===== src/rtl/rvfd_pkg.sv =====
package rvfd_pkg;
   localparam int INSTR_W = 32;
   localparam int OPC_W   = 7;
   localparam int REG_W   = 5;
   localparam int FMT_N   = 5;
   localparam int RAW_W   = 20;
   localparam int SHORT_W = 12;

   localparam int FMT_R  = 0;
   localparam int FMT_I  = 1;
   localparam int FMT_S  = 2;
   localparam int FMT_SB = 3;
   localparam int FMT_UJ = 4;

   localparam int OPC_N = 6;

   typedef struct packed {
      logic [OPC_W-1:0] code;
      logic [2:0]       cls;
   } opc_entry_t;

   function automatic opc_entry_t opc_table(input int k);
      opc_entry_t e;
      case (k)
         0:       e = '{code: 7'h33, cls: 3'(FMT_R)};
         1:       e = '{code: 7'h03, cls: 3'(FMT_I)};
         2:       e = '{code: 7'h13, cls: 3'(FMT_I)};
         3:       e = '{code: 7'h23, cls: 3'(FMT_S)};
         4:       e = '{code: 7'h63, cls: 3'(FMT_SB)};
         default: e = '{code: 7'h6F, cls: 3'(FMT_UJ)};
      endcase
      return e;
   endfunction

   typedef struct packed {
      logic [6:0]       f7;
      logic [REG_W-1:0] s2;
      logic [REG_W-1:0] s1;
      logic [2:0]       f3;
      logic [REG_W-1:0] d;
      logic [OPC_W-1:0] op;
   } field_set_t;
endpackage


===== src/rtl/rvfd_classify.sv =====
module rvfd_classify
   import rvfd_pkg::*;
#(
   parameter int N_FMT = FMT_N
) (
   input  logic [OPC_W-1:0] opc,
   output logic [N_FMT-1:0] fmt,
   output logic             unknown
);
   logic [OPC_N-1:0] hit;

   generate
      for (genvar k = 0; k < OPC_N; k++) begin : g_match
         localparam opc_entry_t ENT = opc_table(k);
         assign hit[k] = (opc == ENT.code);
      end
   endgenerate

   always_comb begin
      fmt = '0;
      for (int k = 0; k < OPC_N; k++) begin
         if (hit[k]) fmt[opc_table(k).cls] = 1'b1;
      end
   end

   assign unknown = ~|hit;

   generate
      if (N_FMT != FMT_N) begin : g_bad_n
         $error("rvfd_classify: N_FMT must equal FMT_N");
      end
   endgenerate
endmodule


===== src/rtl/rvfd_fields.sv =====
module rvfd_fields
   import rvfd_pkg::*;
(
   input  logic [INSTR_W-1:0] word,
   output field_set_t         flds
);
   assign flds = field_set_t'(word);
endmodule


===== src/rtl/rvfd_imm.sv =====
module rvfd_imm
   import rvfd_pkg::*;
#(
   parameter int OUT_W = 32
) (
   input  logic [INSTR_W-1:0] word,
   input  logic [FMT_N-1:0]   fmt,
   output logic [RAW_W-1:0]   raw,
   output logic [OUT_W-1:0]   sext
);
   localparam int PAD_S = OUT_W - SHORT_W;
   localparam int PAD_L = OUT_W - RAW_W;

   logic [SHORT_W-1:0] i_val, s_val, b_val;
   logic [RAW_W-1:0]   j_val;
   logic               sgn;

   assign sgn   = word[INSTR_W-1];
   assign i_val = word[31:20];
   assign s_val = {word[31:25], word[11:7]};
   assign b_val = {word[31], word[7], word[30:25], word[11:8]};
   assign j_val = {word[31], word[19:12], word[20], word[30:21]};

   always_comb begin
      raw  = '0;
      sext = '0;
      unique case (1'b1)
         fmt[FMT_I]:  begin raw = RAW_W'(i_val); sext = {{PAD_S{sgn}}, i_val}; end
         fmt[FMT_S]:  begin raw = RAW_W'(s_val); sext = {{PAD_S{sgn}}, s_val}; end
         fmt[FMT_SB]: begin raw = RAW_W'(b_val); sext = {{PAD_S{sgn}}, b_val}; end
         fmt[FMT_UJ]: begin raw = j_val;         sext = {{PAD_L{sgn}}, j_val}; end
         default:     begin raw = '0;            sext = '0; end
      endcase
   end

   generate
      if (OUT_W <= RAW_W) begin : g_bad_w
         $error("rvfd_imm: OUT_W must exceed the widest immediate");
      end
   endgenerate
endmodule


===== src/rtl/rvfd_decode.sv =====
module rvfd_decode
   import rvfd_pkg::*;
#(
   parameter int IMM_W = 32
) (
   input  logic [31:0]      instr,
   output logic [4:0]       fmt_onehot,
   output logic             fmt_unknown,
   output logic [6:0]       opcode,
   output logic [4:0]       rd,
   output logic [4:0]       rs1,
   output logic [4:0]       rs2,
   output logic [2:0]       funct3,
   output logic [6:0]       funct7,
   output logic [19:0]      imm_raw,
   output logic [IMM_W-1:0] imm_sext
);
   field_set_t flds;

   rvfd_classify #(.N_FMT(FMT_N)) u_cls (
      .opc     (instr[OPC_W-1:0]),
      .fmt     (fmt_onehot),
      .unknown (fmt_unknown)
   );

   rvfd_fields u_fld (
      .word (instr),
      .flds (flds)
   );

   rvfd_imm #(.OUT_W(IMM_W)) u_imm (
      .word (instr),
      .fmt  (fmt_onehot),
      .raw  (imm_raw),
      .sext (imm_sext)
   );

   assign opcode = flds.op;
   assign rd     = flds.d;
   assign rs1    = flds.s1;
   assign rs2    = flds.s2;
   assign funct3 = flds.f3;
   assign funct7 = flds.f7;

   always_comb begin
      a_r8_onehot: assert ($onehot0(fmt_onehot));
      a_r8_unknown_excl: assert (fmt_unknown == (fmt_onehot == '0));
      a_r7_clear: assert (!fmt_unknown || (imm_raw == '0 && imm_sext == '0));
      a_r2_rtype_zero: assert (!fmt_onehot[FMT_R] || imm_sext == '0);
      a_r9_sign_top: assert (fmt_unknown || fmt_onehot[FMT_R]
                             || imm_sext[IMM_W-1] == instr[31]);
      a_r10_short_pad: assert (!(fmt_onehot[FMT_I] || fmt_onehot[FMT_S] || fmt_onehot[FMT_SB])
                               || imm_raw[19:12] == '0);
   end
endmodule


===== config.mk =====
export PLATFORM = sky130hd
export DESIGN_NAME = rvfd_decode
export DESIGN_NICKNAME = d
export VERILOG_FILES = /design/src/rtl/rvfd_pkg.sv /design/src/rtl/rvfd_classify.sv /design/src/rtl/rvfd_fields.sv /design/src/rtl/rvfd_imm.sv /design/src/rtl/rvfd_decode.sv
export SDC_FILE = /design/constraint.sdc
export NUM_CORES = 1
export LEC_CHECK = 0
export BUFFER_PORTS_ARGS = -buffer_cell sky130_fd_sc_hd__clkbuf_2
export CAP_MARGIN = 10
export CORE_MARGIN = 2
export CORE_UTILIZATION = 37
export DETAILED_ROUTE_END_ITERATION = 10
export PLACE_DENSITY = 0.9
export SLEW_MARGIN = 15
export SYNTH_ARGS = -nofsm -noshare
export SYNTH_HDL_FRONTEND = slang
export SYNTH_SLANG_ARGS = --single-unit

===== constraint.sdc =====
create_clock -name vclk -period 2.9
set_input_delay 0.145 -clock vclk [all_inputs]
set_output_delay 0.145 -clock vclk [all_outputs]
set_load 0.01 [all_outputs]

# After elaboration in Yosys (flattened, before gate mapping)
# Index checks and enable logic that the tools add are counted.
totals:
  register_bits: 0
  inputBits: 32
  out_inout_bits: 90
  wordCells: 57
classes:
  magnitude_cmp: 12
  n_eq_ne: 6
  n_mux: 26
  bitwise: 5
  n_reduce_logical: 8
ops:
  columns: ["op", "n"]
  rows:
  - ["32-bit case mux with 4 select lines", 1]
  - ["20-bit case mux with 4 select lines", 1]
  - ["5-bit two-way mux", 6]
  - ["5-bit bitwise OR", 5]
  - ["3-bit by 4-bit < comparator with 1-bit output (second input constant)", 6]
  - ["1-bit demux with 3-bit select", 6]
  - ["3-bit by 1-bit >= comparator with 1-bit output (second input constant)", 6]
  - ["3-bit two-way mux", 6]
  - ["7-bit by 6-bit == test with 1-bit output (second input constant)", 2]
  - ["7-bit == test (second input constant)", 2]
  - ["7-bit by 2-bit == test with 1-bit output (second input constant)", 1]
  - ["7-bit by 5-bit == test with 1-bit output (second input constant)", 1]
  - ["1-bit logical AND", 6]
  - ["1-bit two-way mux", 6]
  - ["6-bit OR reduction", 1]
  - ["1-bit logical NOT", 1]

# Depth between registers and ports, before layout
# Gate-level depths: netlist of the first run.
depth:
  ltp_word: 18
  depth_mapped: 6
  depth_no_buf: 3

# Cells and area by module
# A second synthesis of the first run with hierarchy kept.
hier_totals:
  cells_unflattened: 123
  hier_area_um2: 809.5
modules_own_cells:
  columns: ["module", "instances", "cells_each", "area_per_inst_um2", "seq_area_each_um2"]
  rows:
  - ["rvfd_imm", 1, 77, 488.0, 0.0]
  - ["rvfd_fields", 1, 32, 240.2, 0.0]
  - ["rvfd_classify", 1, 14, 81.3, 0.0]

# Worst setup path before layout of the first run
# OpenSTA, ideal clock, no wires.
synth_path:
  path_type: "input port to output port"
  from: "input port instr[2]"
  to: "output port imm_sext[20]"
  arrival_ns: 1.353
  required_time_ns: 2.755
  path_slack_ns: 1.402
  stages: 4
  path_buffers: 1
  path_cell_list: "nand4bb_1 a211oi_4 o21a_1 buf_4"
synth_via:
  elab_chain_len: 13
  elab_cells_between_ends: 18
  classes_between: "eq/ne (6); mux (7); bitwise (5)"
synth_lines:
  columns: ["element", "line", "source"]
  rows:
  - ["start: declaration", "rvfd_decode.sv:6", "input logic [31:0] instr,"]
  - ["7-bit by 6-bit == test with 1-bit output", "rvfd_classify.sv:15", "assign hit[k] = (opc == ENT.code);"]
  - ["5-bit two-way mux", "rvfd_classify.sv:22", "if (hit[k]) fmt[opc_table(k).cls] = 1'b1;"]
  - ["5-bit bitwise OR (no source line)", null, null]
  - ["5-bit two-way mux", "rvfd_classify.sv:22", null]
  - ["5-bit bitwise OR (no source line)", null, null]
  - ["5-bit two-way mux", "rvfd_classify.sv:22", null]
  - ["5-bit bitwise OR (no source line)", null, null]
  - ["5-bit two-way mux", "rvfd_classify.sv:22", null]
  - ["5-bit bitwise OR (no source line)", null, null]
  - ["5-bit two-way mux", "rvfd_classify.sv:22", null]
  - ["5-bit bitwise OR (no source line)", null, null]
  - ["5-bit two-way mux *", "rvfd_classify.sv:22", null]
  - ["32-bit case mux with 4 select lines *", "rvfd_imm.sv:27", "unique case (1'b1)"]
  - ["end: declaration", "rvfd_decode.sv:16", "output logic [IMM_W-1:0] imm_sext"]
# Every way passes the cells marked *; elsewhere a longest branch is shown, timed or not.

# Worst setup path after layout of the first run
layout_path:
  from: "input port instr[6]"
  to: "output port imm_sext[28]"
# Same word-level chain as after synthesis.

==> flow_summary_export.csv, run 1 <==
group,metric,value,unit
timing,period_share,60.25,%
finish,layout_commonest_cell,"clkbuf_2",
floorplanning,die_y,55.59,um
grt,grt-ovfl-total,0,
route,met1_length,939,um
grt,grt_max_degree,22,
finish,final_cells,214,
route,drt-initial-drc-count,47,
cts,cts_resized,0,
synth,yosys.area.top_type,"buf_4",
timing,final-setup-viol-count,0,
critical_path,arrival,1.60,ns
finish,clkbuf_count,0,
floorplanning,die_area,3090,um^2
flow_run,maxCapViolCount,0,
hold_path,hp-class,"input port to output port",
synth,postSynthCellCount,124,
route,top_layer,"met4",
synth,ys_types,28,
route,wl_met3,350,um
placement,place_inst,214,
finish,nFlopsAndLatches,0,
power,p_leak,0.0007980,uW
critical_path,critical_path.max_stage_delay,0.43,ns
critical_path,cp-end-kind,"output port",
route,final_antenna_net_count,0,
synth,yosys-top-cells-area,"buf_4 (43%), a21o_1 (6.1%), and2_1 (5.7%), buf_6 (5.7%), a22o_1 (4.4%)",
finish,mostFrequentLayoutCells,"clkbuf_2 (122), and2_1 (9), a21o_1 (8), nor2_1 (5), a22o_1 (5)",
cts,cts_setup_buffers,0,
floorplanning,io_pins,122,
critical_path,crit_path_start_kind,"input port",
finish,area_growth,17.15,%
placement,hpwl,2396,um
route,num_vias,1052,
route,dr.pass1.iters,4,
finish,fin_util,46.15,%
route,drc_errors,0,
timing,relSlewSlack,67.77,%
synth,synthesis.area,984.7,um^2
finish,multi_input_area,498.0,um^2
grt,first_global_vias,939,
power,peakVddDrop,73.66,uV
power,p_total,117.6,uW
synth,yosysWarningCount,0,
timing,final-hold-violation-count,0,
critical_path,critical_path_class,"input port to output port",
critical_path,slowest_stage,"nor3_2",
grt,grt_pass1_wl,4395,um
timing,drv_slew,0,
floorplanning,die_x,55.59,um
route,wl_met2,1409,um
critical_path,crit_path_cell_trace,"clkbuf_2 -> nand3b_4 -> nor3_2 -> o21a_1 -> clkbuf_2",
timing,finalCriticalPeriod,1.747,ns
route,routedWlPerCell,12.69,um
placement,port_buffers,122,
synth,synth_top_area_share,42.69,%
route,routed_wl,2716,um
cts,holdBufCountCts,0,
critical_path,critPathRequiredTime,2.76,ns
timing,grt_setup_unrepaired,"false",
finish,insertedDiodeCount,0,
critical_path,crit_family,"simple AND/OR/NAND/NOR gates",
critical_path,crit_buf_inv,2,
synth,yosysSeqAreaShare,0,%
floorplanning,initial_core_util,39.39,%
finish,final_nets,218,
finish,seq_area,0,um^2
synth,syn_nets,156,
timing,tns,0,ns
finish,fillers,260,
timing,tightestPinTransition,0.4809,ns
grt,grt_antenna_before_repair,0,
power,power_density,101.9,nW/um^2
placement,gp_congestion,0.7340,
synth,syn_area_per_cell,7.941,um^2
floorplanning,core,2500,um^2
critical_path,crit_path_frequent_cell,"clkbuf_2",
run_status,status,"complete, no violations",
floorplanning,rows,18,
finish,final_layout_size_suffix_gt1_share,70.11,%
timing,fmax,572.3,MHz
grt,grtUsageTotal,16.50,%
route,viasPerCell,4.916,
critical_path,crit_fanout,15,
timing,fin_ws,1.153,ns
placement,pre_cts_ws,1.153,ns
layer usage:
layer,up-vias,GRT usage (%)
met4,0,1.045
met2,80,33.84
met3,2,3.488
met1,462,17.56
li1,508,-
met5,-,0
synth_stat cells (all sizes together):
cell type	number
nor3	2
a211oi	1
and3	2
and4b	4
a221o	4
nand2b	1
o21a	1
a21o	8
a21oi	1
nor2b	2
xor2	1
nand3b	1
buf	63
or2	1
a31oi	1
nand2	2
nor2	5
nand4bb	1
nor3b	1
and2	9
a22o	5
and4bb	1
mux2i	1
o2bb2ai	2
a32o	4
worst paths after layout:
check	depth (start not counted)	from	to
max	5	instr[6]	imm_sext[28]
min	2	instr[12]	funct3[0]
stage by stage:
| stage | area [um^2] | hold slack [ns] |
|---|---|---|
| after global placement | 1154 | 0.4927 |
| final | 1154 | 0.4936 |
| after detailed placement | 1154 | 0.4954 |
| after CTS | 1154 | 0.4945 |
| after floorplan | 984.7 | 0.3818 |
| after global routing | 1154 | 0.5144 |
layout make-up:
| cell class | instances | share of cell area [%] |
|---|---|---|
| timing repair buffer | 123 | 53.58 |
| tap | 30 | 3.254 |
| multi-input combinational | 61 | 43.17 |
where the power goes:
| part | internal, uW | leakage, uW | switching, uW | total, uW |
|---|---|---|---|---|
| registers | 0 | 0 | 0 | 0 |
| logic | 50.5 | 0.000798 | 67.1 | 118 |
| clock network | 0 | 0 | 0 | 0 |
| total | 50.5 | 0.000798 | 67.1 | 118 |
cell families (layout without fill, tap and decap cells):
kind of cell / Yosys count / count (layout) / synth area share [%]
compound gates: 27 / 27 / 24.40
xor+xnor: 1 / 1 / 0.8896
buf+inv: 63 / 123 / 49.43
mux: 1 / 1 / 1.017
simple gates: 32 / 32 / 24.27
Power figures use the tool's default switching activity.
==> run 2, diff against run 1 <==
CORE_UTILIZATION = 34   (was 37)
PLACE_DENSITY = 0.84   (was 0.9)
clock period = 1.77 ns   (was 2.9 ns; I/O delays follow)
==> run 2 against run 1 <==
Combinational power grew 65%. Power grew 66%. Wire length grew 1.6%. Utilization shrank 3.5 points.
==> flow_summary_export.csv, run 2 (synthesis gave the netlist of run 1 again) <==
group,metric,value,unit
critical_path,crit_fanout,13,
grt,grt_pass1_wl,3822,um
placement,hpwl,2403,um
timing,grt_setup_unrepaired,"false",
floorplanning,die_y,57.82,um
critical_path,cp-end-kind,"output port",
placement,place_inst,218,
timing,final-hold-violation-count,0,
grt,first_global_vias,809,
floorplanning,core,2758,um^2
critical_path,crit_path_frequent_cell,"clkbuf_2",
critical_path,crit_path_start_kind,"input port",
cts,cts_resized,0,
hold_path,hp-class,"input port to output port",
route,dr.pass1.iters,3,
grt,grt-ovfl-total,0,
floorplanning,die_x,57.82,um
placement,post_dp_cell_area,1177,um^2
finish,clkbuf_count,0,
critical_path,critPathRequiredTime,1.68,ns
floorplanning,initial_core_util,35.71,%
route,final_antenna_net_count,0,
finish,area_growth,19.57,%
placement,port_buffers,122,
finish,seq_area,0,um^2
timing,period_share,82.09,%
timing,drv_slew,0,
timing,tightestPinTransition,0.3470,ns
route,viasPerCell,4.743,
critical_path,slowest_stage,"o21a_1",
finish,mostFrequentLayoutCells,"clkbuf_2 (122), and2_1 (9), a21o_1 (8), nor2_1 (5), a22o_1 (5)",
placement,gp_congestion,0.7676,
floorplanning,die_area,3343,um^2
timing,relSlewSlack,76.87,%
timing,final-setup-viol-count,0,
critical_path,arrival,1.36,ns
finish,fin_area,1177,um^2
route,routed_wl,2759,um
route,num_vias,1034,
finish,insertedDiodeCount,0,
critical_path,critical_path_class,"input port to output port",
flow_run,maxCapViolCount,0,
finish,final_cells,218,
timing,fmax,688.3,MHz
cts,cts_setup_buffers,0,
grt,grt_antenna_before_repair,0,
floorplanning,io_pins,122,
cts,holdBufCountCts,0,
route,drt-initial-drc-count,52,
finish,layout_commonest_cell,"clkbuf_2",
power,peakVddDrop,106.9,uV
timing,tns,0,ns
route,drc_errors,0,
floorplanning,rows,19,
grt,grt_max_degree,22,
power,p_leak,0.0008136,uW
finish,nFlopsAndLatches,0,
grt,grtUsageTotal,14.30,%
critical_path,critical_path.max_stage_delay,0.37,ns
timing,finalCriticalPeriod,1.453,ns
finish,final_nets,221,
run_status,status,"complete, no violations",
critical_path,crit_path_cell_trace,"clkbuf_2 -> nand4bb_1 -> a211oi_4 -> o21a_1 -> clkbuf_2",
power,power_density,165.7,nW/um^2
finish,final_layout_size_suffix_gt1_share,70.59,%
route,routedWlPerCell,12.66,um
run 2: area by class of cell:
cell class	count	area (um^2)
fillers	293	1580
multi-input cells	61	498.0
well taps	31	38.79
repair buffers	126	640.6
run 2: final timing paths:
check	slack, ns	from	depth (start not counted)	endpoint
setup / recovery	0.32	instr[2]	5	imm_sext[23]
hold / removal	0.38	instr[12]	2	funct3[0]
run 2: worst max-delay path: cells and delay by family:
| kind | cells | cell delay [ns] |
|---|---|---|
| AOI/OAI and AO/OA | 2 | 0.64 |
| and+or+nand+nor | 1 | 0.30 |
| buffers and inverters | 2 | 0.33 |
run 2: per-layer routing:
metal  GRT usage, %  part of all wire (%)
met2          29.06                    52
met5              0                     0
met4              0                     0
met1          16.76                    36
met3          1.563                    13
run 2: through the flow:
| step | hold slack (ns) | utilization, % | total power [uW] | setup WS, ns |
|---|---|---|---|---|
| 2_1_floorplan | 0.2688 | - | 146.1 | 0.3852 |
| 3_3_place_gp | 0.3852 | 42.70 | 195.7 | 0.3236 |
| 3_5_place_dp | 0.3835 | 42.70 | 197.3 | 0.2982 |
| 4_1_cts | 0.3831 | 42.70 | 198.1 | 0.2954 |
| 5_1_grt | 0.3897 | 42.70 | 212.2 | 0.1920 |
| 6_report | 0.3814 | 42.70 | 195.0 | 0.3171 |
run 2: power by group:
part	internal [uW]	switching, uW
Combinational	84.9	110
Sequential	0	0
Clock	0	0
Total	84.9	110
==> run 3, diff against run 2 <==
CORE_UTILIZATION = 31   (was 34)
PLACE_DENSITY = 0.81   (was 0.84)
clock period = 1.15 ns   (was 1.77 ns; I/O delays follow)
==> run 3 against run 2 <==
The run now ends with setup timing left. Final area is 25% higher. Non-clock buffer count up 12. Die area is 9.0% higher. Power increased by 90%. Via count rose by 8.8%. Sequential share of layout area stayed put. Critical path depth increased by 2. Combinational power rose by 90%. Critical endpoint is now imm_sext[27].
==> flow_summary_export.csv, run 3 (synthesis gave the netlist of run 1 again) <==
group,metric,value,unit
critical_path,critical_path_class,"input port to output port",
floorplanning,die_area,3643,um^2
critical_path,crit_buf_inv,4,
route,viasPerCell,4.592,
route,drt-initial-drc-count,31,
finish,mostFrequentLayoutCells,"clkbuf_2 (90), buf_2 (23), buf_4 (10), and2_1 (9), buf_6 (9)",
finish,nFlopsAndLatches,0,
finish,seq_area,0,um^2
timing,finalCriticalPeriod,1.169,ns
power,p_total,370.8,uW
critical_path,crit_path_cell_trace,"buf_8 -> buf_6 -> xor2_2 -> nor3_2 -> buf_4 -> o21a_4 -> buf_2",
timing,relSlewSlack,77.73,%
finish,insertedDiodeCount,0,
critical_path,critical_path.max_stage_delay,0.19,ns
finish,final_layout_size_suffix_gt1_share,77.11,%
finish,fillers,317,
run_status,failed_checks,"setup timing",
critical_path,cp-end-kind,"output port",
route,num_vias,1125,
critical_path,slowest_stage,"nor3_2",
critical_path,crit_path_start_kind,"input port",
finish,layout_commonest_cell,"clkbuf_2",
timing,fin_ws,-0.01853,ns
flow_run,maxCapViolCount,0,
power,peakVddDrop,117.0,uV
timing,final-hold-violation-count,0,
route,drc_errors,0,
timing,final-setup-viol-count,10,
floorplanning,io_pins,122,
power,power_density,251.5,nW/um^2
finish,fin_util,48.68,%
route,routedWlPerCell,12.53,um
grt,grt_antenna_before_repair,0,
grt,grtUsageTotal,14.43,%
grt,grt-ovfl-total,0,
timing,period_share,101.6,%
finish,final_nets,235,
critical_path,startpoint,"instr[2]",
critical_path,crit_fanout,6,
grt,grt_max_degree,22,
floorplanning,core,3028,um^2
placement,gp_congestion,0.7295,
run_status,status,"finished with violations",
finish,area_growth,49.68,%
placement,hpwl,2411,um
floorplanning,initial_core_util,32.52,%
route,routed_wl,3070,um
timing,grt_setup_unrepaired,"true",
floorplanning,die_y,60.36,um
grt,grt_pass1_wl,4160,um
hold_path,hp-start,"instr[12]",
critical_path,arrival,1.11,ns
timing,tns,-0.05992,ns
route,final_antenna_net_count,0,
timing,fin_hold_ws,0.3216,ns
hold_path,hp-class,"input port to output port",
placement,port_buffers,122,
route,dr.pass1.iters,3,
floorplanning,rows,20,
finish,clkbuf_count,0,
critical_path,crit_family,"buffers and inverters",
timing,drv_slew,0,
grt,first_global_vias,909,
power,p_leak,0.0009473,uW
timing,tightestPinTransition,0.3328,ns
timing,fmax,855.8,MHz
floorplanning,die_x,60.36,um
critical_path,critPathRequiredTime,1.09,ns
run 3: cell count changes in the layout (fill, tap and decap cells not counted), moves of 2 or more:
cell and change:
o2bb2ai_1 -2, buf_2 +23, o2bb2ai_2 +2, buf_6 +9, nand2_2 +2, nand2_1 -2
buf_12 +2, clkbuf_2 -32, buf_8 +2, o21a_4 +2, buf_4 +6
run 3: layout make-up:
class | count | area, um^2 | share of cell area (%)
timing repair buffer | 138 | 833.3 | 56.54
multi-input combinational | 63 | 585.6 | 39.73
tap | 44 | 55.05 | 3.735
run 3: what timing repair did:
item / in CTS / in global routing
resized for setup: 13 / 47
hold buffers: 0 / 0
endpoints found under the setup margin: 44 / 53
setup buffers: 1 / 1
pin swaps: 6 / 12
cloned: 2 / 0
run 3: where the power goes:
| group | internal (uW) | total (uW) | switching, uW |
|---|---|---|---|
| clock network | 0 | 0 | 0 |
| registers | 0 | 0 | 0 |
| logic | 180 | 371 | 191 |
| total | 180 | 371 | 191 |
run 3: layer usage:
metal	routed length, um	GRT usage (%)
met1	1228	18.29
met2	1518	27.95
met3	305	0.6397
met4	18	0.9524
met5	0	0
run 3: metrics by stage:
step                      instance area, um^2  worst slack [ns]  instances
after floorplan                          1005          -0.06183        124
after global placement                   1301           -0.1256        241
after detailed placement                 1301           -0.1470        241
after CTS                                1393          -0.01528        244
after global routing                     1474           -0.1008        245
final                                    1474          -0.01853        245
run 3: path summary, 6_finish.rpt:
check	cells past startpoint	slack [ns]	endpoint
setup / recovery	7	-0.02	imm_sext[27]
hold / removal	2	0.32	funct3[0]
